$ cat src/rtl/tmr16_pkg.sv
package tmr16_pkg;
  localparam logic [3:0] MODE_NORMAL  = 4'd0;
  localparam logic [3:0] MODE_FIX8    = 4'd1;
  localparam logic [3:0] MODE_FIX10   = 4'd3;
  localparam logic [3:0] MODE_TOP_CMP = 4'd4;
  localparam logic [3:0] MODE_TOP_CAP = 4'd5;

  // Fixed limit for modes 1..3: 2^(7+mode)-1
  function automatic int fixed_limit(logic [3:0] m);
    return (1 << (7 + int'(m))) - 1;
  endfunction

  function automatic logic mode_is_pwm(logic [3:0] m);
    return (m >= MODE_FIX8) && (m <= MODE_TOP_CAP);
  endfunction

  function automatic logic mode_is_fixed(logic [3:0] m);
    return (m >= MODE_FIX8) && (m <= MODE_FIX10);
  endfunction
endpackage

$ cat src/rtl/tmr16_topsel.sv
module tmr16_topsel #(
  parameter int W = 16
) (
  input  logic         clk,
  input  logic         rst_n,
  input  logic [3:0]   mode,
  input  logic         wr_cmpa,
  input  logic [W-1:0] wdata,
  input  logic         wrap_ev,
  input  logic [W-1:0] cap_val,
  output logic [W-1:0] cmpa_act,
  output logic [W-1:0] cmpa_buf,
  output logic [W-1:0] top_val
);
  import tmr16_pkg::*;

  logic buf_mode;
  assign buf_mode = (mode == MODE_TOP_CMP);

  always_ff @(posedge clk) begin
    if (!rst_n) begin
      cmpa_buf <= '0;
      cmpa_act <= '0;
    end else begin
      if (wr_cmpa) cmpa_buf <= wdata;
      if (!buf_mode)    cmpa_act <= wr_cmpa ? wdata : cmpa_buf;
      else if (wrap_ev) cmpa_act <= cmpa_buf;
    end
  end

  always_comb begin
    if (mode_is_fixed(mode))       top_val = W'(fixed_limit(mode));
    else if (mode == MODE_TOP_CMP) top_val = cmpa_act;
    else if (mode == MODE_TOP_CAP) top_val = cap_val;
    else                           top_val = '1;
  end

  // buffered TOP changes only at the wrap
  p_dbuf_hold_r4: assert property (@(posedge clk) disable iff (!rst_n)
    (buf_mode && !wrap_ev) |=> $stable(cmpa_act));
endmodule

$ cat src/rtl/tmr16_cmpch.sv
module tmr16_cmpch #(
  parameter int W = 16
) (
  input  logic         clk,
  input  logic         rst_n,
  input  logic [W-1:0] cnt,
  input  logic         tick,
  input  logic         wrap_ev,
  input  logic [W-1:0] cmp_val,
  input  logic         pwm,
  input  logic         hold_low,
  input  logic         force_s,
  input  logic         flag_clr,
  output logic         match,
  output logic         flag_o,
  output logic         out_o
);
  assign match = tick && (cnt == cmp_val);

  always_ff @(posedge clk) begin
    if (!rst_n) begin
      flag_o <= 1'b0;
      out_o  <= 1'b0;
    end else begin
      if (match)         flag_o <= 1'b1;
      else if (flag_clr) flag_o <= 1'b0;
      if (hold_low)                  out_o <= 1'b0;
      else if (pwm) begin
        if (wrap_ev)                 out_o <= 1'b1;
        else if (match || force_s)   out_o <= 1'b0;
      end else if (match || force_s) out_o <= ~out_o;
    end
  end

  // force never raises the flag
  p_force_noflag_r8: assert property (@(posedge clk) disable iff (!rst_n)
    (force_s && !match && !flag_o) |=> !flag_o);
  // PWM output goes high after a wrap tick
  p_pwm_set_r7: assert property (@(posedge clk) disable iff (!rst_n)
    (pwm && !hold_low && wrap_ev) |=> out_o);
  // held channel stays low
  p_hold_low_r4: assert property (@(posedge clk) disable iff (!rst_n)
    hold_low |=> !out_o);
endmodule

$ cat src/rtl/tmr16_capt.sv
module tmr16_capt #(
  parameter int FILT_N = 4
) (
  input  logic clk,
  input  logic rst_n,
  input  logic pin,
  input  logic cmp,
  input  logic src_sel,
  input  logic rise_sel,
  input  logic filt_en,
  output logic cap_ev
);
  logic              raw, raw_q, filt, lvl, lvl_q;
  logic [FILT_N-1:0] smp;

  assign raw = src_sel ? cmp : pin;
  assign lvl = filt_en ? filt : raw_q;

  always_ff @(posedge clk) begin
    if (!rst_n) begin
      smp   <= '0;
      raw_q <= 1'b0;
      filt  <= 1'b0;
      lvl_q <= 1'b0;
    end else begin
      smp   <= {smp[FILT_N-2:0], raw};
      raw_q <= raw;
      if (&smp)       filt <= 1'b1;
      else if (~|smp) filt <= 1'b0;
      lvl_q <= lvl;
    end
  end

  assign cap_ev = rise_sel ? (lvl && !lvl_q) : (!lvl && lvl_q);

  // filtered level moves only after a full run of equal samples
  p_filter_run_r10: assert property (@(posedge clk) disable iff (!rst_n)
    (!(&smp) && !(~|smp)) |=> $stable(filt));
endmodule

$ cat src/rtl/tmr16.sv
module tmr16 #(
  parameter int W   = 16,
  parameter int NCH = 3
) (
  input  logic         clk,
  input  logic         rst_n,
  input  logic         cnt_en,
  input  logic         wr_en,
  input  logic [2:0]   addr,
  input  logic [15:0]  wr_data,
  output logic [15:0]  rd_data,
  input  logic         cap_pin,
  input  logic         cmp_in,
  output logic [2:0]   oc_out,
  output logic [4:0]   flags,
  output logic         irq
);
  import tmr16_pkg::*;

  localparam int NFLAG = NCH + 2;

  logic [6:0]       ctrl;
  logic [W-1:0]     cnt, icr, cmpa_act, cmpa_buf, top_val;
  logic [W-1:0]     cmp_val [NCH];
  logic [W-1:0]     cmp_reg [NCH];
  logic [NFLAG-1:0] mask;
  logic             ovf_f, cap_f, cap_ev, at_wrap, wrap_ev, cnt_wr;
  logic [NCH-1:0]   ch_flag, ch_out, ch_match;
  logic [3:0]       mode;

  assign mode    = ctrl[3:0];
  assign cnt_wr  = wr_en && (addr == 3'd1);
  assign at_wrap = (cnt == top_val) || (cnt == '1);
  assign wrap_ev = cnt_en && at_wrap && !cnt_wr;

  tmr16_topsel #(.W(W)) u_top (
    .clk(clk), .rst_n(rst_n), .mode(mode),
    .wr_cmpa(wr_en && addr == 3'd2), .wdata(wr_data),
    .wrap_ev(wrap_ev), .cap_val(icr),
    .cmpa_act(cmpa_act), .cmpa_buf(cmpa_buf), .top_val(top_val));

  tmr16_capt #(.FILT_N(4)) u_capt (
    .clk(clk), .rst_n(rst_n), .pin(cap_pin), .cmp(cmp_in),
    .src_sel(ctrl[4]), .rise_sel(ctrl[5]), .filt_en(ctrl[6]),
    .cap_ev(cap_ev));

  always_ff @(posedge clk) begin
    if (!rst_n) begin
      ctrl <= '0; cnt <= '0; icr <= '0; mask <= '0;
      ovf_f <= 1'b0; cap_f <= 1'b0;
      cmp_reg[1] <= '0; cmp_reg[2] <= '0;
    end else begin
      if (wr_en && addr == 3'd0) ctrl <= wr_data[6:0];
      if (wr_en && addr == 3'd3) cmp_reg[1] <= wr_data;
      if (wr_en && addr == 3'd4) cmp_reg[2] <= wr_data;
      if (wr_en && addr == 3'd7) mask <= wr_data[NFLAG-1:0];
      if (cnt_wr)      cnt <= wr_data;
      else if (cnt_en) cnt <= at_wrap ? '0 : cnt + 1'b1;
      if (cap_ev)                     icr <= cnt;
      else if (wr_en && addr == 3'd5) icr <= wr_data;
      if (wrap_ev) ovf_f <= 1'b1;
      else if (wr_en && addr == 3'd6 && wr_data[0]) ovf_f <= 1'b0;
      if (cap_ev) cap_f <= 1'b1;
      else if (wr_en && addr == 3'd6 && wr_data[NFLAG-1]) cap_f <= 1'b0;
    end
  end

  assign cmp_reg[0] = cmpa_buf;

  for (genvar i = 0; i < NCH; i++) begin : g_ch
    if (i == 0) begin : g_a
      assign cmp_val[i] = cmpa_act;
    end else begin : g_bc
      assign cmp_val[i] = cmp_reg[i];
    end
    tmr16_cmpch #(.W(W)) u_ch (
      .clk(clk), .rst_n(rst_n), .cnt(cnt), .tick(cnt_en && !cnt_wr),
      .wrap_ev(wrap_ev), .cmp_val(cmp_val[i]), .pwm(mode_is_pwm(mode)),
      .hold_low(i == 0 && mode == MODE_TOP_CMP),
      .force_s(wr_en && addr == 3'd7 && wr_data[8+i]),
      .flag_clr(wr_en && addr == 3'd6 && wr_data[1+i]),
      .match(ch_match[i]), .flag_o(ch_flag[i]), .out_o(ch_out[i]));
  end

  assign flags  = {cap_f, ch_flag, ovf_f};
  assign oc_out = ch_out;
  assign irq    = |(flags & mask);

  always_comb begin
    case (addr)
      3'd0:    rd_data = 16'(ctrl);
      3'd1:    rd_data = cnt;
      3'd2:    rd_data = cmpa_buf;
      3'd3:    rd_data = cmp_reg[1];
      3'd4:    rd_data = cmp_reg[2];
      3'd5:    rd_data = icr;
      3'd6:    rd_data = 16'(flags);
      default: rd_data = 16'(mask);
    endcase
  end

  // tick at TOP returns the counter to BOTTOM
  p_wrap_zero_r2: assert property (@(posedge clk) disable iff (!rst_n)
    wrap_ev |=> (cnt == '0));
  // no enable and no write keeps the count
  p_hold_r11: assert property (@(posedge clk) disable iff (!rst_n)
    (!cnt_en && !cnt_wr) |=> $stable(cnt));
  // capture latches the counter of the event cycle
  p_capture_r9: assert property (@(posedge clk) disable iff (!rst_n)
    cap_ev |=> (icr == $past(cnt)) && cap_f);
  // match on a channel raises its flag
  p_match_flag_r6: assert property (@(posedge clk) disable iff (!rst_n)
    ch_match[1] |=> flags[2]);
endmodule

$ cat config.mk
export PLATFORM = sky130hd
export DESIGN_NAME = tmr16
export DESIGN_NICKNAME = d
export VERILOG_FILES = /design/src/rtl/tmr16_pkg.sv /design/src/rtl/tmr16_topsel.sv /design/src/rtl/tmr16_cmpch.sv /design/src/rtl/tmr16_capt.sv /design/src/rtl/tmr16.sv
export SDC_FILE = /design/constraint.sdc
export NUM_CORES = 1
export LEC_CHECK = 0
export BUFFER_PORTS_ARGS = -buffer_cell sky130_fd_sc_hd__buf_4
export CAP_MARGIN = 10
export CORE_AREA = 2 2 151 153
export CTS_CLUSTER_DIAMETER = 100
export DETAILED_ROUTE_END_ITERATION = 8
export DIE_AREA = 0 0 153 155
export GPL_TIMING_DRIVEN = 0
export SLEW_MARGIN = 20
export SYNTH_ARGS = -nofsm -noshare
export SYNTH_HDL_FRONTEND = slang
export SYNTH_SLANG_ARGS = --single-unit
$ cat constraint.sdc
create_clock -name clk -period 3.8 [get_ports clk]
set_input_delay 0.38 -clock clk [delete_from_list [all_inputs] [get_ports clk]]
set_output_delay 0.38 -clock clk [all_outputs]
set_load 0.03 [all_outputs]
==> impl_results.md <==
* Post-synthesis compound-gate area fraction at 0.213
* Leakage at 3.26 nW
* Slew HR at 0.333
* Simple-gate area share of the yosys netlist at 0.227
* Critical path's top delay family: compound AO/OA/AOI/OAI gates
* Die Span X at 153 µm
* CTS Buf Count at 17
* Sequential-to-total area share from yosys stat at 0.320
* Synthesized area per cell at 8.06 µm²
* Max cap viols at 0
* XOR/XNOR Fraction of Synth Area at 0.0770
* Worst path max stage delay at 530 ps
* Routed length per instance at 23.4 µm
* Crit path cell chain: clkbuf_2 > o21ai_0 > a2111o_1 > o22ai_1 > o32ai_1 > or4_1 > a2111oi_4 > or3_1 > buf_2 > buf_2 > o22ai_1
* Final setup vio count at 0
* Library cells used by synthesis at 77
* Worst R2R Path Depth at 11
* Share of layout cells above drive strength 1 at 0.114
* Hold Path Depth at 3
* CP Depth at 11
* First-pass DRT Iterations at 6
* CORE AREA at 22200 µm²
* Area Growth Syn to Fin at 17.2%
* Routed via count at 7786
* Residual DRC at 0
* Synth warnings at 0
* Cell Pwr Density at 403 nW/µm²
* Final min period at 3670 ps
* Ports at 50
* Die area at 23700 µm²
* Post-Synthesis Cells at 945
* IR drop worst, VDD at 271 µV
* Final period util at 0.967
* Worst-margin pin slew at 996 ps
* Routed Antenna Nets at 0
* # rows at 55
* Worst skew pair latency at 430 ps
* Nets at 1035
* Setup Skew at 17.9 ps
* Critical path arrival at 3950 ps
* Setup TNS at 0 ps
* Commonest non-fill, non-tap cell in the layout: nand2_1
* CTS root buffer: clkbuf_16
* CP Buf/Inv Count at 3
* Clk slew on worst S/H paths at 60 ps
* Combinational family with the most area after synthesis: simple AND/OR/NAND/NOR gates
* Drt initial violations at 869
* Cts-stage hold buffer count at 0
* Via density at 5.96
* WL final at 30.6 mm
* Mux cell area share after synthesis at 0.0982
* Final Hold Viols at 0
* Grt ovf at 0
* Crit-path slowest cell: or4_1
* Initial Util at 0.343
* HP Class: primary input to register
* CP Launch Type: register
* CTS sink cnt at 122
* Post-Synth Adder-Cell Area at 0.00328
* Max reg flops at 32
* Post-synth EDFFs at 0
* Number of diodes at 0
* Setup WS post-layout at 127 ps
* Vias in the first global route at 7512
* Critical Path RT at 4070 ps
* #FFs+latches synth at 122
* Status: finished, final reports clean
* Fmax at 272 MHz
* Die extent in y at 155 µm
* PortBufs at 41
* Pins Over Slew Limit at 0
* Crit path max fanout at 10
* CTS Buffer Depth at 2
* Crit end category: register
* First-pass GRT wire length at 46.3 mm
* Placer Congestion at 0.993
* Place WS at -77.4 ps
* Tot GR Track Use at 0.256
* Initial antenna violation count at 0
* Largest net degree at the start of global routing at 17
* Predominant post-synthesis flop cell: dfxtp_1
* Post-DP HPWL at 23.2 mm
* Max H-tree Level at 4
* Post-Syn Area at 7620 µm²
* Most frequent cells in the layout: 140 x nand2_1, 122 x dfxtp_1, 82 x a21oi_1
* Setup Crit Path Kind: register to register
* Post-synth ARST share at 0
* TritonCTS clock tree: built
per-stage QoR:
stage	utilization	total power, W	area, µm²	hold WS [ps]	std cells
detailed placement	0.373	0.00191	8290	462	1272
global route	0.402	0.00370	8930	220	1306
floorplan	-	0.00172	7620	444	946
CTS	0.401	0.00359	8900	184	1304
global placement	0.373	0.00191	8290	457	1272
finish	0.402	0.00360	8930	189	1306
worst min-delay path: cells and delay by family:
family	cells	cell delay (ps)
buffers and inverters	1	80
AND/OR/NAND/NOR	1	70
multiplexers	1	50
Yosys cell counts, drive strengths merged, types with 20 or more instances:
master    n  share of area
a21oi    82          0.054
clkbuf   71          0.035
nand2   140          0.069
xnor2    47          0.054
nor2     61          0.030
dfxtp   122           0.32
xor2     20          0.023
a211oi   23          0.023
o21ai    22          0.014
buf      26          0.020
mux2i    50          0.066
o311a    32          0.042
layer usage:
layer / up-vias / part of all wire / wire (µm) / global-route usage
li1: 3557 / - / - / -
met1: 3748 / 0.44 / 13400 / 0.356
met2: 416 / 0.43 / 13200 / 0.396
met3: 65 / 0.099 / 3040 / 0.0538
met4: 0 / 0.033 / 999 / 0.0864
met5: - / 0 / 0 / 0
cell type report:
type	count	area, µm²
multi-input cells	715	4730
flip-flops and latches	122	2440
repair buffers	43	323
fillers	2315	13300
inverters	12	45.0
plain buffers	97	425
clock inverters	13	156
well taps	285	357
clock buffers	19	453
worst paths after layout:
path | end | startpoint | slack, ps
setup / recovery | cnt[15]$_SDFFE_PN0P_ | ctrl[2]$_SDFFE_PN0P_ | 130
hold / removal | u_capt.smp[0]$_SDFF_PN0_ | cap_pin | 190
setup reg to reg | cnt[15]$_SDFFE_PN0P_ | ctrl[2]$_SDFFE_PN0P_ | 130
hold reg to reg | mask[1]$_SDFFE_PN0P_ | mask[1]$_SDFFE_PN0P_ | 480
where the power goes:
part	internal [W]	leakage, nW	switching [W]	total, W
Combinational	0.000188	1.98	0.000326	0.000514
Sequential	0.00133	0.990	0.0000596	0.00139
Clock	0.00102	0.293	0.000685	0.00170
Total	0.00253	3.26	0.00107	0.00360
cell families (layout without fill, tap and decap cells):
group,Yosys count,in the layout
and+or+nand+nor,348,348
adders and majority gates,2,2
DFF,122,122
xor gates and xnor gates,67,67
other,1,2
buffers and inverters,109,184
AOI/OAI and AO/OA,231,231
muxes,65,65
timing repair:
| action | 4_1_cts | 5_1_grt |
|---|---|---|
| endpoints found under the setup margin | 14 | 14 |
| resized for setup | 3 | 3 |
| pin swaps | 0 | 1 |
| setup buffers | 0 | 2 |
(Power assumes the default switching activity.)
